**src/rtl/button_reset_pkg.sv**
```systemverilog
package button_reset_pkg;

  typedef enum logic [2:0] {
    ST_IDLE,
    ST_PRESSED,
    ST_DEBOUNCE,
    ST_SOFT,
    ST_HARD,
    ST_WAITREL
  } ctrlState_t;

  // strobes from control to datapath
  typedef struct packed {
    logic pressLoad;
    logic pressInc;
    logic phaseClear;
    logic phaseInc;
  } dpCtl_t;

  // flags from datapath to control
  typedef struct packed {
    logic pressed;
    logic longHit;
    logic debDone;
    logic softDone;
  } dpStat_t;

endpackage

```
**src/rtl/button_reset_datapath.sv**
```systemverilog
module button_reset_datapath
  import button_reset_pkg::*;
#(
  parameter int LONG_CYCLES     = 500,
  parameter int DEBOUNCE_CYCLES = 50,
  parameter int SOFT_CYCLES     = 8,
  parameter int SYNC_STAGES     = 2
) (
  input  logic    clk,
  input  logic    rstN,
  input  logic    buttonN,
  input  dpCtl_t  ctl,
  output dpStat_t stat
);

  localparam int PW       = $clog2(LONG_CYCLES + 1);
  localparam int PHMAX    = (DEBOUNCE_CYCLES > SOFT_CYCLES) ? DEBOUNCE_CYCLES : SOFT_CYCLES;
  localparam int PHW      = $clog2(PHMAX + 1);
  localparam logic [PW-1:0]  LONG_W = PW'(LONG_CYCLES);
  localparam logic [PHW-1:0] DEB_LAST  = PHW'(DEBOUNCE_CYCLES - 1);
  localparam logic [PHW-1:0] SOFT_LAST = PHW'(SOFT_CYCLES - 1);

  // synchronizer chain, reset to the released level
  logic [SYNC_STAGES-1:0] syncQ;

  genvar gi;
  generate
    for (gi = 0; gi < SYNC_STAGES; gi++) begin : g_sync
      if (gi == 0) begin : g_first
        always_ff @(posedge clk or negedge rstN) begin
          if (!rstN) syncQ[gi] <= 1'b1;
          else       syncQ[gi] <= buttonN;
        end
      end else begin : g_next
        always_ff @(posedge clk or negedge rstN) begin
          if (!rstN) syncQ[gi] <= 1'b1;
          else       syncQ[gi] <= syncQ[gi-1];
        end
      end
    end
  endgenerate

  logic pressedNow;
  assign pressedNow = ~syncQ[SYNC_STAGES-1];

  // press-length counter, saturating at the long limit
  logic [PW-1:0] pressCnt;
  always_ff @(posedge clk or negedge rstN) begin
    if (!rstN) begin
      pressCnt <= '0;
    end else if (ctl.pressLoad) begin
      pressCnt <= PW'(1);
    end else if (ctl.pressInc && (pressCnt < LONG_W)) begin
      pressCnt <= pressCnt + PW'(1);
    end
  end

  // phase counter shared by debounce wait and soft pulse
  logic [PHW-1:0] phaseCnt;
  always_ff @(posedge clk or negedge rstN) begin
    if (!rstN) begin
      phaseCnt <= '0;
    end else if (ctl.phaseClear) begin
      phaseCnt <= '0;
    end else if (ctl.phaseInc) begin
      phaseCnt <= phaseCnt + PHW'(1);
    end
  end

  always_comb begin
    stat.pressed  = pressedNow;
    stat.longHit  = (pressCnt >= LONG_W);
    stat.debDone  = (phaseCnt == DEB_LAST);
    stat.softDone = (phaseCnt == SOFT_LAST);
  end

  // press counter never runs past the long limit
  assert_press_saturates_R4: assert property (@(posedge clk) disable iff (!rstN)
    pressCnt <= LONG_W);

  // phase counter never exceeds the longer of the two windows
  assert_phase_bounded_R2: assert property (@(posedge clk) disable iff (!rstN)
    phaseCnt < PHW'(PHMAX));

endmodule

```
**src/rtl/button_reset_control.sv**
```systemverilog
module button_reset_control
  import button_reset_pkg::*;
(
  input  logic    clk,
  input  logic    rstN,
  input  dpStat_t stat,
  output dpCtl_t  ctl,
  output logic    softResetN,
  output logic    hardResetReq
);

  ctrlState_t state, stateNext;

  always_ff @(posedge clk or negedge rstN) begin
    if (!rstN) state <= ST_IDLE;
    else       state <= stateNext;
  end

  always_comb begin
    stateNext = state;
    ctl       = '0;
    unique case (state)
      ST_IDLE: begin
        if (stat.pressed) begin
          stateNext     = ST_PRESSED;
          ctl.pressLoad = 1'b1;
        end
      end
      ST_PRESSED: begin
        if (!stat.pressed) begin
          stateNext      = ST_DEBOUNCE;
          ctl.phaseClear = 1'b1;
        end else if (stat.longHit) begin
          stateNext = ST_HARD;
        end else begin
          ctl.pressInc = 1'b1;
        end
      end
      ST_DEBOUNCE: begin
        if (stat.debDone) begin
          stateNext      = ST_SOFT;
          ctl.phaseClear = 1'b1;
        end else begin
          ctl.phaseInc = 1'b1;
        end
      end
      ST_SOFT: begin
        if (stat.softDone) begin
          stateNext      = ST_WAITREL;
          ctl.phaseClear = 1'b1;
        end else begin
          ctl.phaseInc = 1'b1;
        end
      end
      ST_HARD: begin
        if (!stat.pressed) stateNext = ST_IDLE;
      end
      ST_WAITREL: begin
        if (!stat.pressed) stateNext = ST_IDLE;
      end
      default: stateNext = ST_IDLE;
    endcase
  end

  assign softResetN   = (state != ST_SOFT);
  assign hardResetReq = (state == ST_HARD);

  // hard request only rises after a held press reached the limit
  assert_hard_needs_long_R4: assert property (@(posedge clk) disable iff (!rstN)
    $rose(hardResetReq) |-> ($past(stat.longHit) && $past(stat.pressed)));

  // hard request holds while the button stays down
  assert_hard_holds_R5: assert property (@(posedge clk) disable iff (!rstN)
    (hardResetReq && stat.pressed) |=> hardResetReq);

  // soft pulse starts only at the end of the debounce wait
  assert_soft_after_debounce_R3: assert property (@(posedge clk) disable iff (!rstN)
    $fell(softResetN) |-> $past(stat.debDone));

  // leaving the hard state never yields a soft pulse
  assert_no_soft_after_hard_R7: assert property (@(posedge clk) disable iff (!rstN)
    hardResetReq |=> softResetN);

endmodule

```
**src/rtl/button_reset_ctrl.sv**
```systemverilog
module button_reset_ctrl
  import button_reset_pkg::*;
#(
  parameter int LONG_CYCLES     = 500,
  parameter int DEBOUNCE_CYCLES = 50,
  parameter int SOFT_CYCLES     = 8
) (
  input  logic clk,
  input  logic rstN,
  input  logic buttonN,
  output logic softResetN,
  output logic hardResetReq
);

  dpCtl_t  dpCtl;
  dpStat_t dpStat;

  button_reset_datapath #(
    .LONG_CYCLES    (LONG_CYCLES),
    .DEBOUNCE_CYCLES(DEBOUNCE_CYCLES),
    .SOFT_CYCLES    (SOFT_CYCLES),
    .SYNC_STAGES    (2)
  ) uDatapath (
    .clk    (clk),
    .rstN   (rstN),
    .buttonN(buttonN),
    .ctl    (dpCtl),
    .stat   (dpStat)
  );

  button_reset_control uControl (
    .clk         (clk),
    .rstN        (rstN),
    .stat        (dpStat),
    .ctl         (dpCtl),
    .softResetN  (softResetN),
    .hardResetReq(hardResetReq)
  );

endmodule

```
**config.mk**
```make
export PLATFORM = sky130hd
export DESIGN_NAME = button_reset_ctrl
export DESIGN_NICKNAME = d
export VERILOG_FILES = /design/src/rtl/button_reset_pkg.sv /design/src/rtl/button_reset_datapath.sv /design/src/rtl/button_reset_control.sv /design/src/rtl/button_reset_ctrl.sv
export SDC_FILE = /design/constraint.sdc
export NUM_CORES = 1
export LEC_CHECK = 0
export BUFFER_PORTS_ARGS = -buffer_cell sky130_fd_sc_hd__buf_4
export CAP_MARGIN = 5
export CELL_PAD_IN_SITES_DETAIL_PLACEMENT = 0
export CELL_PAD_IN_SITES_GLOBAL_PLACEMENT = 1
export CORE_AREA = 2 2 70 72
export DETAILED_ROUTE_END_ITERATION = 10
export DIE_AREA = 0 0 72 74
export HOLD_SLACK_MARGIN = 0.05
export PLACE_DENSITY = 0.49
export SYNTH_ARGS = -nofsm -noshare
export SYNTH_HDL_FRONTEND = slang
export SYNTH_SLANG_ARGS = --single-unit
```
**constraint.sdc**
```tcl
create_clock -name clk -period 2 [get_ports clk]
set_input_delay 0.6 -clock clk [delete_from_list [all_inputs] [get_ports clk]]
set_output_delay 0.6 -clock clk [all_outputs]
set_load 0.005 [all_outputs]
```
* After elaboration in Yosys (flattened, before gate mapping)
Index checks and enable logic that the tools add are counted.
** Storage, ports and cells
- Register bits :: 20
- Bits of input ports :: 3
- Output and inout bits :: 2
- Logic and storage cells :: 51
** Operators by class
- Add/subtract/negate cells :: 2
- $lt $le $gt $ge :: 2
- Equal/unequal tests :: 13
- Multiplexer cells :: 23
- Reduce and logical (&&, ||, !) cells :: 6
** Operators with widths (count)
- $mux W3 :: 6
- $mux W9 :: 2
- $pmux W3 S5 :: 1
- $mux W6 :: 2
- $mux W1 :: 10
- $add A9 B1 Y9 const B :: 1
- $ge A9 B9 Y1 const B :: 1
- $lt A9 B9 Y1 const B :: 1
- $add A6 B1 Y6 const B :: 1
- $eq A3 B2 Y1 const B :: 2
- $eq A3 B3 Y1 const B :: 2
- $eq A6 B3 Y1 const B :: 1
- $eq A6 B6 Y1 const B :: 1
- $ne A2 B2 Y1 const B :: 3
- $reduce_and A5 Y1 :: 1
- $reduce_bool A2 Y1 :: 2
- $eq A3 B1 Y1 const B :: 1
- $logic_not A3 Y1 :: 1
- $ne A3 B2 Y1 const B :: 1
- $ne A3 B3 Y1 const B :: 1
- $pmux W1 S3 :: 1
- $ne A2 B1 Y1 const B :: 1
- $pmux W1 S2 :: 1
- $reduce_or A2 Y1 :: 1
- $logic_and A1 B1 Y1 :: 1

* Depth between registers and ports, before layout
- Depth in word-level cells :: 7
- Gate-level depth with buffers :: 5
- Depth with buffers taken out :: 5

* Cells and area by module
From an unflattened synthesis, not the netlist that was laid out.
** Unflattened totals
- Cell total of the unflattened synthesis :: 123
- Area total of the unflattened synthesis :: 1208.7 um^2
** Modules (own cells, without submodules)
- button_reset_datapath :: times used 1, cells an instance 93, area an instance 959.7 um^2, sequential area each 427.9 um^2
- button_reset_control :: times used 1, cells an instance 30, area an instance 249.0 um^2, sequential area each 75.1 um^2

* Worst setup path after synthesis
OpenSTA, ideal clock, no wires.
- Path type :: reg-to-reg
- From :: register uControl.state[1]
- To :: register uDatapath.pressCnt[7]
- Setup time :: 0.078 ns
- Arrival :: 1.662 ns
- Slack :: 0.261 ns
- Cell stages (with the launch flop) :: 5
- Path buffers :: 0
- Cell sequence :: dfrtp_1 -> or4b_4 -> a211o_1 -> or3_1 -> a21oi_1
** Between the ends
- Cells in the longest elaborated chain, start to end :: 4
** Ends and longest elaborated chain
- from (decl) :: RTL line button_reset_control.sv:12 : ctrlState_t state, stateNext;
- from (signal assigned) :: RTL line button_reset_control.sv:16 : else state <= stateNext;
- $eq A3 B1 Y1 :: RTL line button_reset_control.sv:22 : unique case (state)
- $mux W1 :: RTL line button_reset_control.sv:22
- $logic_and A1 B1 Y1 :: RTL line button_reset_datapath.sv:53 : end else if (ctl.pressInc && (pressCnt < LONG_W)) begin
- $reduce_bool A2 Y1 (no line)
- to (signal assigned) :: RTL line button_reset_datapath.sv:54 : pressCnt <= pressCnt + PW'(1);
- to (decl) :: RTL line button_reset_datapath.sv:47 : logic [PW-1:0] pressCnt;
Parallel ways exist; a longest one is shown, timed or not.
A chain may end at the register's enable or synchronous reset.

* Worst setup path after layout
- From :: register uControl.state[1]
- To :: output port softResetN
** Between the ends
- Cells in the longest elaborated chain, start to end :: 1
** Ends and longest elaborated chain
- $ne A3 B2 Y1 :: RTL line button_reset_control.sv:65 : assign softResetN = (state != ST_SOFT);
- to (decl) :: RTL line button_reset_ctrl.sv:11 : output logic softResetN,
Every way passes these cells.

==> impl_results.md <==
* DP Area at around 0.0012 sq mm
* Slew Limit Fails at 0
* GRT Total Usage at under 10%
* Total Power at between 1.5 and 2 mW
* Power density cells at roughly 1200 mW/mm^2
* Crit path required time at roughly 1.4 ns
* DRC at 0
* Startpoint Class: flip-flop
* Sinks on Clock Net at 20
* Sequential fraction of the synthesis area at 45.7%
* DR vias at between 800 and 900
* H-tree depth at 1
* Setup crit start: uControl.state[1]$_DFFE_PN0P_
* Die footprint at roughly 0.0053 sq mm
* Syn_area_per_cell at 9.57 sq um
* Chip Width at about 72 microns
* Initial DRT Pass Iterations at 4
* Synth Warn # at 0
* Worst r2r src: uControl.state[1]$_DFFE_PN0P_
* Vias per cell at between 4 and 5
* First-pass GRT wire length at between 4 and 5 mm
* Area share of the largest cell type after synthesis at around 41%
* Fin crit share at between 90% and 100%
* Setup bufs post-CTS at 0
* Worst Hold Margin at between 0.2 and 0.25 ns
* Unrepaired setup endpoints after global routing: no
* Critical Path Fanout Max at 16
* Setup Skew at between 0.006 and 0.007 ns
* IO Pins at 5
* Leak at roughly 0.55 nW
* WL final at ~2.3 mm
* Slew headroom at a little over 70%
* Num CTS Buffers at 3
* Mapped Area at around 0.0011 sq mm
* Max_cap viols at 0
* Clock transition at path regs at 0.08 ns
* HP Class: in -> async
* Syn Nets at around 120
* Dpl ws at approximately 0.26 ns
* Routability cong. at roughly 0.70
* Initial antenna violation count at 0
* Setup TNS at 0 ns
* Slew of the pin with the lowest slew margin at 0.435 ns
* CP endpoint kind: output port
* # placed instances at 172
* Fin crit period at ~1.9 ns
* CTS tree: done
* Most common cell after layout, fill and taps aside: dfrtp_1
* Final Non-Filler Cells at between 150 and 200
* Drt wl/cell at about 13 microns
* Final WS setup at around 0.15 ns
* Routed Antenna Nets at 0
* Fmax at 540 MHz
* Filler Cell Count at ~500
* Initial Utilization at about a quarter
* Kind of critical path: reg -> out
* Worst-Skew Late Latency at 0.26 ns
* Largest net degree at the start of global routing at 21
* # nets final at 130
* Setup Viol. Count Final at 0
* Netlist cell types at 38
* DP HPWL at 1.61 mm
* Clk root buf: clkbuf_8
* Core ar. at 0.00460 sq mm
* CP Data Arrival Time at between 1 and 1.5 ns
* Vias in the first global route at 850
* Grt total ovfl at 0
* Row cnt at 25
* Antenna cells at 0
* Syn Inst Count at ~120
* #FFs+latches synth at 20
* Clock buffer depth at 2
* Ranking of synthesized cells by area: dfrtp_1 (41%), dfstp_2 (4.8%), ha_1 (4.5%)
* Hold Vio Cnt, Final at 0
* Most frequent cells in the layout: dfrtp_1 (18), nand2_1 (11), nand3_1 (9)
* IO Port Bufs at 4
* Status: complete, no violations
* Share of layout cells above drive strength 1 at between 10% and 20%
* Synthesis-to-layout area growth at 14.0%
* Die Y at around 74 microns
* Synth area leader: dfrtp_1
* Post-route cell area at roughly 0.0013 sq mm
* First DRT Iteration DRCs at 33
* Final core occ at a little over a quarter
* Worst vdd ir at approximately 0.44 mV
[cells in the mapped netlist]
master and number:
o211ai_1 1, a211oi_1 3, or2_2 2, xnor2_1 2, a311oi_1 1, ha_1 4, and2_1 2, buf_2 1
nor3_1 3, nand2b_1 2, a31o_2 2, dfstp_2 2, dfrtp_1 18, nor4b_1 2, nand3_1 9, nor2b_1 2
nor2_1 5, or4_2 1, nand2_1 11, o31ai_1 3, and4_1 1, o21ai_0 6, nor3b_1 1, clkbuf_1 2
inv_1 5, a32oi_1 1, nand4_1 1, a21oi_1 6, a211o_1 1, or4b_4 1, nor4_1 1, buf_6 1
a22o_1 2, and3_1 4, a31oi_1 1, or3_1 1, mux2i_1 3, buf_4 1
[state kept, by name, summed over array words and instances (netlist names)]
name and count:
uDatapath.pressCnt 9, uDatapath.phaseCnt 6, uControl.state 3, uDatapath.syncQ 2
[metal layers]
metal | up-vias | global-route usage [%] | routed length, microns
li1 | 434 | - | -
met1 | 408 | 13.5 | 1150
met2 | 3 | 14.7 | 1030
met3 | 2 | 1.63 | 43
met4 | 0 | 5.03 | 25
met5 | - | 0 | 0
[power by group]
group	switching, mW	internal [mW]
sequential	0.131	0.522
clock	0.142	0.175
combinational	0.306	0.274
total	0.579	0.971
[what timing repair did]
| item | in CTS | in global routing |
|---|---|---|
| hold buffers | 0 | 0 |
| gates resized for setup | 0 | 1 |
| hold endpoints to repair | 0 | 0 |
| setup endpoints to repair | 0 | 1 |
[worst paths after layout]
kind	endpoint	slack, ns	cells after the start
setup reg to reg	uDatapath.pressCnt[6]$_DFFE_PN0P_	0.24	4
min in group clk	uDatapath.syncQ[1]$_DFF_PN1_	0.36	0
hold reg to reg	uDatapath.syncQ[1]$_DFF_PN1_	0.36	0
hold / removal	uDatapath.pressCnt[1]$_DFFE_PN0P_	0.21	1
max in group asynchronous	uDatapath.syncQ[0]$_DFF_PN1_	1.52	1
setup / recovery	softResetN	0.15	4
[cells by family (layout without fill, tap and decap cells)]
kind of cell,count (synthesis),after routing,share of synthesized area (%)
AO/OA/AOI/OAI,27,27,16.4
AND/OR/NAND/NOR,49,49,24.5
multiplexers,3,3,2.73
XOR/XNOR,2,2,1.59
buffers and inverters,10,17,4.55
flip-flops,20,20,45.7
adder cells (fa/ha/maj),4,4,4.55
[critical path: stages, from the launching register on]
cell     delay (ns)
dfrtp_1        0.35
buf_4          0.20
nor2b_2        0.24
nand2_1        0.08
buf_4          0.13
[cell type report]
type                       instances  area (sq um)  share of cell area [%]
multi-input combinational         85           551                    43.9
timing repair buffer               8          60.1                    4.79
clock buffer                       4          55.1                    4.39
inverter                           5          18.8                    1.50
tap                               54          67.6                    5.38
sequential                        20           503                    40.1
(Power assumes the default switching activity.)
